[src/rtl/ramSeqPkg.sv]
package ramSeqPkg;
  typedef enum logic [1:0] {
    OP_READ  = 2'd0,
    OP_EARLY = 2'd1,
    OP_LATE  = 2'd2,
    OP_RMW   = 2'd3
  } seqOp_e;

  typedef enum logic [2:0] {
    ST_IDLE,
    ST_SETUP,
    ST_ENLOW,
    ST_SAMPLE,
    ST_WPULSE,
    ST_DHOLD,
    ST_RECOVER
  } seqState_e;

  typedef struct packed {
    logic capture;
    logic sample;
    logic finish;
  } pathStrobe_t;
endpackage

[src/rtl/ramSeqCtrl.sv]
module ramSeqCtrl
  import ramSeqPkg::*;
#(
  parameter int SETUP_CYC  = 1,
  parameter int ACC_CYC    = 12,
  parameter int WPULSE_CYC = 4,
  parameter int DHOLD_CYC  = 3,
  parameter int REC_CYC    = 5
) (
  input  logic        clk,
  input  logic        rstN,
  input  logic        req,
  input  seqOp_e      op,
  output logic        ready,
  output logic        ramEnN,
  output logic        ramWeN,
  output pathStrobe_t strobe
);
  localparam int M1 = (SETUP_CYC > ACC_CYC) ? SETUP_CYC : ACC_CYC;
  localparam int M2 = (WPULSE_CYC > DHOLD_CYC) ? WPULSE_CYC : DHOLD_CYC;
  localparam int M3 = (M1 > M2) ? M1 : M2;
  localparam int MAXC = (M3 > REC_CYC) ? M3 : REC_CYC;
  localparam int CNT_W = $clog2(MAXC + 1);
  localparam int HIGH_MIN = REC_CYC + SETUP_CYC;
  localparam int RUN_W = $clog2(ACC_CYC + HIGH_MIN + 2);

  seqState_e state, nxt;
  seqOp_e opR;
  logic [CNT_W-1:0] cnt;
  logic cntZero;

  assign cntZero = (cnt == '0);

  function automatic logic [CNT_W-1:0] loadOf(seqState_e s);
    case (s)
      ST_SETUP:   return CNT_W'(SETUP_CYC - 1);
      ST_ENLOW:   return CNT_W'(ACC_CYC - 1);
      ST_WPULSE:  return CNT_W'(WPULSE_CYC - 1);
      ST_DHOLD:   return CNT_W'(DHOLD_CYC - 1);
      ST_RECOVER: return CNT_W'(REC_CYC - 1);
      default:    return '0;
    endcase
  endfunction

  always_comb begin
    nxt = state;
    case (state)
      ST_IDLE:    if (req) nxt = ST_SETUP;
      ST_SETUP:   if (cntZero) nxt = ST_ENLOW;
      ST_ENLOW:
        if (cntZero) begin
          if (opR == OP_READ || opR == OP_RMW) nxt = ST_SAMPLE;
          else if (opR == OP_LATE)             nxt = ST_WPULSE;
          else                                 nxt = ST_RECOVER;
        end
      ST_SAMPLE:  nxt = (opR == OP_RMW) ? ST_WPULSE : ST_RECOVER;
      ST_WPULSE:  if (cntZero) nxt = ST_DHOLD;
      ST_DHOLD:   if (cntZero) nxt = ST_RECOVER;
      ST_RECOVER: if (cntZero) nxt = ST_IDLE;
      default:    nxt = ST_IDLE;
    endcase
  end

  always_ff @(posedge clk or negedge rstN) begin
    if (!rstN) begin
      state <= ST_IDLE;
      cnt   <= '0;
      opR   <= OP_READ;
    end else begin
      state <= nxt;
      if (nxt != state)  cnt <= loadOf(nxt);
      else if (!cntZero) cnt <= cnt - 1'b1;
      if (state == ST_IDLE && req) opR <= op;
    end
  end

  assign ready  = (state == ST_IDLE);
  assign ramEnN = !(state inside {ST_ENLOW, ST_SAMPLE, ST_WPULSE, ST_DHOLD});
  assign ramWeN = !((opR == OP_EARLY && state inside {ST_SETUP, ST_ENLOW})
                    || state == ST_WPULSE);

  assign strobe.capture = (state == ST_IDLE) && req;
  assign strobe.sample  = (state == ST_SAMPLE);
  assign strobe.finish  = (state == ST_RECOVER) && cntZero;

  // Run-length counters used only by the timing checks below
  logic [RUN_W-1:0] lowRun, highRun;
  always_ff @(posedge clk or negedge rstN) begin
    if (!rstN) begin
      lowRun  <= '0;
      highRun <= RUN_W'(HIGH_MIN);
    end else begin
      if (ramEnN) lowRun <= '0;
      else if (lowRun < RUN_W'(ACC_CYC)) lowRun <= lowRun + 1'b1;
      if (!ramEnN) highRun <= '0;
      else if (highRun < RUN_W'(HIGH_MIN)) highRun <= highRun + 1'b1;
    end
  end


  enable_low_width_chk: assert property (@(posedge clk) disable iff (!rstN)
    $rose(ramEnN) |-> lowRun >= RUN_W'(ACC_CYC));


  enable_recovery_chk: assert property (@(posedge clk) disable iff (!rstN)
    $fell(ramEnN) |-> highRun >= RUN_W'(HIGH_MIN));


  ready_drop_chk: assert property (@(posedge clk) disable iff (!rstN)
    $fell(ready) |-> $past(req));


  read_no_write_chk: assert property (@(posedge clk) disable iff (!rstN)
    (state != ST_IDLE && opR == OP_READ) |-> ramWeN);
endmodule

[src/rtl/ramSeqPath.sv]
module ramSeqPath
  import ramSeqPkg::*;
#(
  parameter int ADDR_W = 12
) (
  input  logic              clk,
  input  logic              rstN,
  input  pathStrobe_t       strobe,
  input  logic [ADDR_W-1:0] reqAddr,
  input  logic              reqBit,
  input  logic              ramQ,
  output logic [ADDR_W-1:0] ramAddr,
  output logic              ramD,
  output logic              rdData,
  output logic              done
);
  logic [ADDR_W-1:0] addrR;
  logic bitR, rdBitR, doneR;

  always_ff @(posedge clk or negedge rstN) begin
    if (!rstN) begin
      addrR  <= '0;
      bitR   <= 1'b0;
      rdBitR <= 1'b0;
      doneR  <= 1'b0;
    end else begin
      if (strobe.capture) begin
        addrR  <= reqAddr;
        bitR   <= reqBit;
        rdBitR <= 1'b0;
      end else if (strobe.sample) begin
        rdBitR <= ramQ;
      end
      doneR <= strobe.finish;
    end
  end

  assign ramAddr = addrR;
  assign ramD    = bitR;
  assign done    = doneR;
  assign rdData  = doneR & rdBitR;


  done_single_chk: assert property (@(posedge clk) disable iff (!rstN)
    doneR |=> !doneR);
endmodule

[src/rtl/ramCycleSeq.sv]
module ramCycleSeq
  import ramSeqPkg::*;
#(
  parameter int ADDR_W     = 12,
  parameter int SETUP_CYC  = 1,
  parameter int ACC_CYC    = 12,
  parameter int WPULSE_CYC = 4,
  parameter int DHOLD_CYC  = 3,
  parameter int REC_CYC    = 5
) (
  input  logic              clk,
  input  logic              rstN,
  input  logic              req,
  input  logic [1:0]        reqOp,
  input  logic [ADDR_W-1:0] reqAddr,
  input  logic              reqBit,
  output logic              ready,
  output logic              done,
  output logic              rdData,
  output logic              ramEnN,
  output logic              ramWeN,
  output logic [ADDR_W-1:0] ramAddr,
  output logic              ramD,
  input  logic              ramQ
);
  pathStrobe_t strobe;

  ramSeqCtrl #(
    .SETUP_CYC(SETUP_CYC), .ACC_CYC(ACC_CYC), .WPULSE_CYC(WPULSE_CYC),
    .DHOLD_CYC(DHOLD_CYC), .REC_CYC(REC_CYC)
  ) ctrl (
    .clk(clk), .rstN(rstN), .req(req), .op(seqOp_e'(reqOp)),
    .ready(ready), .ramEnN(ramEnN), .ramWeN(ramWeN), .strobe(strobe)
  );

  ramSeqPath #(.ADDR_W(ADDR_W)) path (
    .clk(clk), .rstN(rstN), .strobe(strobe), .reqAddr(reqAddr),
    .reqBit(reqBit), .ramQ(ramQ), .ramAddr(ramAddr), .ramD(ramD),
    .rdData(rdData), .done(done)
  );


  addr_hold_chk: assert property (@(posedge clk) disable iff (!rstN)
    !ramEnN |-> $stable(ramAddr));


  data_hold_chk: assert property (@(posedge clk) disable iff (!rstN)
    (!ramWeN && $past(!ramWeN)) |-> $stable(ramD));


  done_idle_chk: assert property (@(posedge clk) disable iff (!rstN)
    done |-> ready);
endmodule

[config.mk]
export PLATFORM = sky130hd
export DESIGN_NAME = ramCycleSeq
export DESIGN_NICKNAME = d
export VERILOG_FILES = /design/src/rtl/ramSeqPkg.sv /design/src/rtl/ramSeqCtrl.sv /design/src/rtl/ramSeqPath.sv /design/src/rtl/ramCycleSeq.sv
export SDC_FILE = /design/constraint.sdc
export NUM_CORES = 1
export LEC_CHECK = 0
export ABC_AREA = 1
export ABC_CLOCK_PERIOD_IN_PS = 1600
export BUFFER_PORTS_ARGS = -buffer_cell sky130_fd_sc_hd__buf_4
export CAP_MARGIN = 20
export CORE_UTILIZATION = 30
export DETAILED_ROUTE_END_ITERATION = 6
export GPL_TIMING_DRIVEN = 1
export PLACE_DENSITY = 0.52
export SYNTH_ARGS = -nofsm -noshare
export SYNTH_HDL_FRONTEND = slang
export SYNTH_SLANG_ARGS = --single-unit
[constraint.sdc]
create_clock -name clk -period 1.6 [get_ports clk]
set_input_delay 0.32 -clock clk [delete_from_list [all_inputs] [get_ports clk]]
set_output_delay 0.32 -clock clk [all_outputs]
set_load 0.02 [all_outputs]
Word level (Yosys, flattened, before mapping) --
Cells that the tools add are included.
Word-level totals: register bits 24, input bits 19, output and inout port bits 18, word-level logic and storage cells 52
Cells by class: add/sub/neg operators 1, eq/ne operators 15, muxes and demuxes 15, bitwise operators 1, reduce and logical (&&, ||, !) cells 13
Operators with widths (count):
- $mux 3 | 7
- $pmux 3 s7 | 1
- $eq 3x3->1 const B | 6
- $pmux 4 s4 | 1
- $eq 3x2->1 const B | 3
- $mux 4 | 2
- $eq 2x2->1 const B | 2
- $logic_not 4->1 | 1
- $mux 2 | 2
- $reduce_bool 2->1 | 2
- $reduce_bool 4->1 | 1
- $sub 4x1->4 const B | 1
- $eq 3x1->1 const B | 1
- $logic_and 1x1->1 | 3
- $logic_not 3->1 | 1
- $ne 3x3->1 | 1
- $eq 2x1->1 const B | 1
- $logic_not 1->1 | 2
- $logic_not 2->1 | 1
- $logic_or 1x1->1 | 2
- $mux 1 | 2
- $ne 2x2->1 const B | 1
- $and 1x1->1 | 1

Logic depth before layout (Yosys ltp) --
Gate-level depths: netlist of the first run.
depth after elaboration 8, depth in mapped cells 12, gate-level depth less buffers 12

Modules after synthesis --
From an unflattened synthesis of the first run, not the netlist that was laid out.
Second synthesis, totals: cell total of the unflattened synthesis 177, area total of the unflattened synthesis 1396.3 sq um
By module, submodules not included:
- ramSeqCtrl | instances 1, cells an instance 114, area each 828.3 sq um, seq. area each 225.2 sq um
- ramSeqPath | instances 1, cells an instance 63, area each 568.0 sq um, seq. area each 375.4 sq um

Worst setup path after synthesis of the first run --
OpenSTA, ideal clock, no wires.
path kind reg2out, start point register ctrl.state[1], end point output port ramWeN, data arrival time 1.173 ns, data required time 1.280 ns, slack 0.107 ns, cell stages (with the launch flop) 5, path buffers 1, cells stage by stage dfrtp_1 buf_4 nor2_2 nor2_1 a21boi_0
On the way: cells in the longest elaborated chain, start to end 5, elaborated cells on any way between the ends 7, classes of those cells 3 x eq/ne; 4 x reduce/logical
RTL lines:
- from (decl) | RTL line ramSeqCtrl.sv:27 | seqState_e state, nxt;
- from (signal assigned) | RTL line ramSeqCtrl.sv:70 | state <= nxt;
- $eq 3x1->1 / $eq 3x2->1 (equally long branches) | RTL line ramSeqCtrl.sv:79 | assign ramWeN = !((opR == OP_EARLY && state inside {ST_SETUP, ST_ENLOW})
- $reduce_bool 2->1 | RTL line ramSeqCtrl.sv:79
- $logic_and 1x1->1 | RTL line ramSeqCtrl.sv:79
- $logic_or 1x1->1 * | RTL line ramSeqCtrl.sv:80 | || state == ST_WPULSE);
- $logic_not 1->1 * | RTL line ramSeqCtrl.sv:79
- to (decl) | RTL line ramCycleSeq.sv:21 | output logic ramWeN,
Every way passes the cells marked *; elsewhere a longest branch is shown, timed or not.

Worst setup path after layout of the first run --
start point register ctrl.state[2], end point output port ramEnN
On the way: cells in the longest elaborated chain, start to end 3, elaborated cells on any way between the ends 6, classes of those cells 4 x eq/ne; 2 x reduce/logical
RTL lines:
- $eq 3x2->1 / $eq 3x3->1 (equally long branches) | RTL line ramSeqCtrl.sv:78 | assign ramEnN = !(state inside {ST_ENLOW, ST_SAMPLE, ST_WPULSE, ST_DHOLD});
- $reduce_bool 4->1 * | RTL line ramSeqCtrl.sv:78
- $logic_not 1->1 * | RTL line ramSeqCtrl.sv:78
- to (decl) | RTL line ramCycleSeq.sv:20 | output logic ramEnN,
Marked as above.

==> results of run 1 <==
==> metrics by stage <==
step	hold slack [ps]	cell area [um^2]	setup WS, ps	util (%)
after floorplan	24.4	1340	107	-
after global placement	236	1700	-107	41.0
after detailed placement	239	1700	-99.2	41.0
after CTS	247	1820	-35.7	44.0
after global routing	249	1860	-107	44.9
final	249	1860	-4.94	44.9
==> cells in the mapped netlist, drive strengths merged <==
library cell	number	share of area (%)
nor3	3	1.1
xor2	1	0.65
buf	2	0.94
nand3	12	6.0
clkbuf	1	0.28
o21ai	6	2.5
nor2	16	6.9
or2	2	0.94
a21oi	2	1.0
dfrtp	24	45
a21boi	1	0.56
ha	4	3.7
nand2	76	25
inv	18	5.2
nand4	1	0.47
==> cells by family after synthesis <==
kind of cell	Yosys count	synth area share, %
AO/OA/AOI/OAI	9	4.12
XOR/XNOR	1	0.655
adder cells (fa/ha/maj)	4	3.74
buffers and inverters	21	6.45
flip-flops	24	44.9
AND/OR/NAND/NOR	110	40.1
==> final cells by class <==
cell class / instances / share of cell area, %
Clock buffer: 3 / 2.22
Inverter: 18 / 3.77
Multi-Input combinational cell: 124 / 38.1
Sequential cell: 24 / 32.5
Tap cell: 50 / 3.36
Timing Repair Buffer: 49 / 20.1
==> critical path: cells and delay by family, from the launching register on <==
kind	cells	cell delay [ps]
flops	1	460
buf+inv	2	280
simple gates	3	290
==> layer usage <==
layer  vias to the layer above  routed length [um]  global-route usage, %
met5                         -                   0                      0
met4                         0                  31                   6.12
met3                         2                 123                   1.97
met2                        29                1380                   25.4
met1                       536                1410                   18.8
li1                        620                   -                      -
==> sequential cells by signal, summed over array words and instances (netlist names) <==
name	cells
path.ramAddr	12
path.done	1
path.ramD	1
ctrl.cnt	4
ctrl.state	3
ctrl.opR	2
path.rdBitR	1
==> repair_timing <==
| action | 4_1_cts | 5_1_grt |
|---|---|---|
| hold endpoints to repair | 24 | 0 |
| hold buffers | 1 | 0 |
| endpoints found under the setup margin | 7 | 7 |
| pin swaps | 5 | 3 |
| resized for setup | 11 | 9 |
| setup buffers | 5 | 1 |
==> how the worst max path moves through the flow <==
stage | depth (start not counted) | start | endpoint
5_1_grt | 5 | ctrl.state[2]$_DFF_PN0_ | ramEnN
4_1_cts | 6 | ctrl.opR[0]$_DFFE_PN0P_ | ramWeN
2_1_floorplan | 4 | ctrl.state[1]$_DFF_PN0_ | ramWeN
3_5_place_dp | 11 | ctrl.cnt[0]$_DFFE_PN0P_ | ctrl.cnt[0]$_DFFE_PN0P_
3_3_place_gp | 11 | ctrl.cnt[0]$_DFFE_PN0P_ | ctrl.cnt[1]$_DFFE_PN0P_
6_report | 5 | ctrl.state[2]$_DFF_PN0_ | ramEnN
==> power groups by stage <==
stage	clock network, mW	logic, mW	registers [mW]
after floorplan	0	1.50	1.26
after global placement	0	2.37	1.12
after detailed placement	0	2.39	1.12
after CTS	0.361	2.56	1.12
after global routing	0.400	2.92	1.18
final	0.344	2.62	1.13
==> flow_summary.json, run 1 <==
{
  "ys_seq_elements": 24,
  "rsz0062_at_grt": "true",
  "p_leak_nw": 1.01,
  "grt_pass1_wl_um": 5120,
  "final-seq-area_um2": 604,
  "fin_nets": 243,
  "period_share_pct": 100,
  "hold_class": "in -> reg",
  "yosysUniqueCellTypes": 26,
  "worstReg2RegStart": "ctrl.opR[0]$_DFFE_PN0P_",
  "finalMaxSlewViolations": 0,
  "cp-end-kind": "output port",
  "powerDensity_nw_per_um2": 2200,
  "place_congestion": 0.735,
  "grt_max_degree": 25,
  "final_common_cell": "nand2_1",
  "switching_share_pct": 47.6,
  "h-tree-depth": 1,
  "cts_root_buffer": "clkbuf_8",
  "dieHeight_um": 68.8,
  "r2r_cells": 12,
  "io_buffers": 36,
  "cp_cell_sequence": "inv_4, nand3_1, nand2_1, nor2_1, buf_4",
  "rr_endpoint": "ctrl.cnt[3]$_DFFE_PN0P_",
  "critPathMaxFanout": 9,
  "finalHoldViolCount": 0,
  "via_per_inst": 4.43,
  "multi_input_area_um2": 708,
  "seq_power_share_pct": 27.7,
  "tns_ps": -4.94,
  "rrSetupSlack_ps": 70,
  "syn_inst": 169,
  "finalCriticalPeriod_ps": 1600,
  "ir_worst_vdd_mv": 0.721,
  "max_stage_delay_ps": 460,
  "tritoncts": "yes",
  "num_io_pins": 37,
  "cts_sinks": 24,
  "synth_seq_area_share_pct": 44.9,
  "dieArea_um2": 4730,
  "syn_nets": 192,
  "worst_hold_path.endpoint": "path.ramAddr[1]$_DFFE_PN0P_",
  "critPathKind": "reg -> out",
  "area_growth_pct": 39.1,
  "clk_path_buf_depth": 2,
  "fill_cells": 429,
  "grt_pass1_vias": 1167,
  "track_usage_pct": 14.8,
  "power_frac_clock_pct": 8.4,
  "die_width_um": 68.8,
  "yosysWarnings": 0,
  "core_area_um2": 4140,
  "critical_path.slowest_cell": "dfrtp_2",
  "totalPowerFinal_mw": 4.10,
  "max_freq_mhz": 623,
  "drc": 0,
  "final_cells": 268,
  "failed_checks": "setup timing",
  "pwr-share-comb_pct": 63.9,
  "startpoint_type": "flip-flop",
  "start_util_pct": 32.3,
  "initialDrtViolationCount": 39,
  "power.switching_mw": 1.95,
  "status": "complete, but fails checks",
  "worst_slack_ps": -4.94,
  "insertion_delay_ps": 260,
  "fin_worst_skew_ps": 2.43,
  "power.internal_mw": 2.15,
  "detail_route.wl_per_cell_um": 11.0,
  "final_cell_mix": "63 x nand2_1, 47 x buf_4, 21 x dfrtp_1",
  "num_rows": 23,
  "worst_pin_slew_ps": 305,
  "hold_depth": 3,
  "cts.clk_slew.worst_paths_ps": 80,
  "maxCapViolations": 0,
  "arrival_ps": 1280,
  "antenna_found_initial": 0,
  "dr.pass1.iters": 4,
  "synth_area_um2": 1340,
  "grt_overflow": 0,
  "setup_viol": 1,
  "relSlewSlack_pct": 79.7,
  "placed_cells": 258,
  "wirelength_um": 2950,
  "avgSynthCellArea_um2": 7.91,
  "dp_hpwl_um": 2220,
  "cts_buffers": 3,
  "worstPathRequired_ps": 1280,
  "final_layout_size_suffix_gt1_share_pct": 43.1,
  "vias": 1187,
  "diodes": 0,
  "holdCritStartpoint": "reqAddr[1]",
  "drtAntennaViolNets": 0
}
Note: power is estimated with default switching activity, not from simulation.
==> run 2, diff against run 1 <==
--- a/config.mk
+++ b/config.mk
@@ -12,7 +12,7 @@
 export CORE_UTILIZATION = 30
 export DETAILED_ROUTE_END_ITERATION = 6
 export GPL_TIMING_DRIVEN = 1
-export PLACE_DENSITY = 0.52
+export PLACE_DENSITY = 0.58
 export SYNTH_ARGS = -nofsm -noshare
 export SYNTH_HDL_FRONTEND = slang
 export SYNTH_SLANG_ARGS = --single-unit
==> flow_summary.json, run 2 (synthesized netlist as in run 1, its figures left out) <==
{
  "status": "complete, but fails checks",
  "failed_checks": "setup timing",
  "num_io_pins": 37,
  "critPathMaxFanout": 4,
  "io_buffers": 36,
  "finalCriticalPeriod_ps": 1650,
  "grt_pass1_wl_um": 5150,
  "finalMaxSlewViolations": 0,
  "clk_path_buf_depth": 2,
  "grt_pass1_vias": 1181,
  "crit_top_cell": "buf_4",
  "insertion_delay_ps": 270,
  "place_area_um2": 1720,
  "powerDensity_nw_per_um2": 2300,
  "setup_viol": 1,
  "startpoint_type": "flip-flop",
  "wirelength_um": 3170,
  "cts_root_buffer": "clkbuf_8",
  "cp-end-kind": "output port",
  "dp_slack_ps": -81.8,
  "utilization_pct": 47.4,
  "dp_hpwl_um": 2090,
  "fin_area_um2": 1970,
  "critPathKind": "reg -> out",
  "fin_worst_skew_ps": 10.0,
  "dr.pass1.iters": 4,
  "crit_buf_inv": 2,
  "fill_cells": 417,
  "cts_buffers": 3,
  "final-seq-area_um2": 604,
  "diodes": 0,
  "dieHeight_um": 68.8,
  "die_width_um": 68.8,
  "placed_cells": 259,
  "via_per_inst": 4.48,
  "final_cells": 276,
  "core_area_um2": 4140,
  "dieArea_um2": 4730,
  "max_stage_delay_ps": 460,
  "vias": 1236,
  "period_share_pct": 103,
  "num_rows": 23,
  "critical_path.slowest_cell": "dfrtp_2",
  "cts_sinks": 24,
  "cp_top_family": "flip-flops",
  "area_growth_pct": 47.0,
  "multi_input_area_um2": 728,
  "ir_worst_vdd_mv": 0.858,
  "relSlewSlack_pct": 78.6,
  "rsz0062_at_grt": "true",
  "h-tree-depth": 1,
  "fin_nets": 250,
  "antenna_found_initial": 0,
  "worstPathRequired_ps": 1280,
  "cts.clk_slew.worst_paths_ps": 90,
  "tritoncts": "yes",
  "worst_slack_ps": -46.5,
  "worst_pin_slew_ps": 321,
  "finalHoldViolCount": 0,
  "final_cell_mix": "60 x nand2_1, 52 x buf_4, 21 x dfrtp_1",
  "maxCapViolations": 0,
  "drtAntennaViolNets": 0,
  "final_layout_size_suffix_gt1_share_pct": 47.3,
  "hold_class": "in -> reg",
  "p_leak_nw": 1.05,
  "cp_cell_sequence": "buf_4, nand2_1, a21boi_1, buf_4",
  "drc": 0,
  "max_freq_mhz": 607,
  "final_common_cell": "nand2_1",
  "arrival_ps": 1330,
  "track_usage_pct": 14.9,
  "grt_overflow": 0,
  "initialDrtViolationCount": 45,
  "largest_register_ffs": 12,
  "detail_route.wl_per_cell_um": 11.5,
  "grt_max_degree": 25,
  "start_util_pct": 32.3,
  "place_congestion": 0.796
}
[run 2: path summary, 6_finish.rpt]
kind / to / cells past startpoint / startpoint / slack, ps
setup reg to reg: ctrl.cnt[0]$_DFFE_PN0P_ / 10 / ctrl.opR[1]$_DFFE_PN0P_ / 0
setup / recovery: ramWeN / 4 / ctrl.state[2]$_DFF_PN0_ / -50
max in group asynchronous: ctrl.state[1]$_DFF_PN0_ / 2 / rstN / 860
hold / removal: path.ramAddr[10]$_DFFE_PN0P_ / 3 / reqAddr[10] / 240
hold reg to reg: path.ramAddr[5]$_DFFE_PN0P_ / 2 / path.ramAddr[5]$_DFFE_PN0P_ / 480
min in group asynchronous: path.ramAddr[10]$_DFFE_PN0P_ / 2 / rstN / 480
[run 2: worst register-to-register path, stage by stage (launching register included)]
cell,delay (ps)
dfrtp_1,400
buf_4,140
ha_4,220
nand4_1,120
nand2_2,90
buf_4,150
a21oi_4,140
nand3_2,100
nand2_1,80
nand2_1,50
nand2_1,50
[run 2: metal layers]
metal  part of all wire, %  track usage, %  up-vias
li1                      -               -      632
met1                    45            18.2      552
met2                    46            25.1       40
met3                   5.2            3.13       12
met4                   3.9            6.89        0
met5                     0               0        -
[run 2: metrics by stage]
step	power (mW)	hold WS [ps]	TNS [ps]
after floorplan	2.76	24.4	0
after global placement	3.54	241	-348
after detailed placement	3.55	245	-241
after CTS	4.24	231	-46.4
after global routing	4.88	243	-399
final	4.52	237	-46.5
[run 2: where the power goes]
group          internal [mW]  leakage, nW  switching (mW)
clock network          0.220       0.0288           0.199
registers              0.897        0.298           0.219
logic                   1.31        0.728            1.68
[run 2: timing repair]
action / 4_1_cts / 5_1_grt
setup buffers: 6 / 6
gates resized for setup: 16 / 12
cloned: 0 / 0
setup endpoints to repair: 6 / 7
pin swaps: 4 / 12
hold buffers: 1 / 0
endpoints found under the hold margin: 24 / 0
[run 2: layout make-up]
type / instances / share of cell area, %
well taps: 50 / 3.18
multi-input cells: 124 / 37.0
flip-flops and latches: 24 / 30.7
repair buffers: 56 / 22.5
clock buffers: 4 / 2.80
inverters: 18 / 3.69
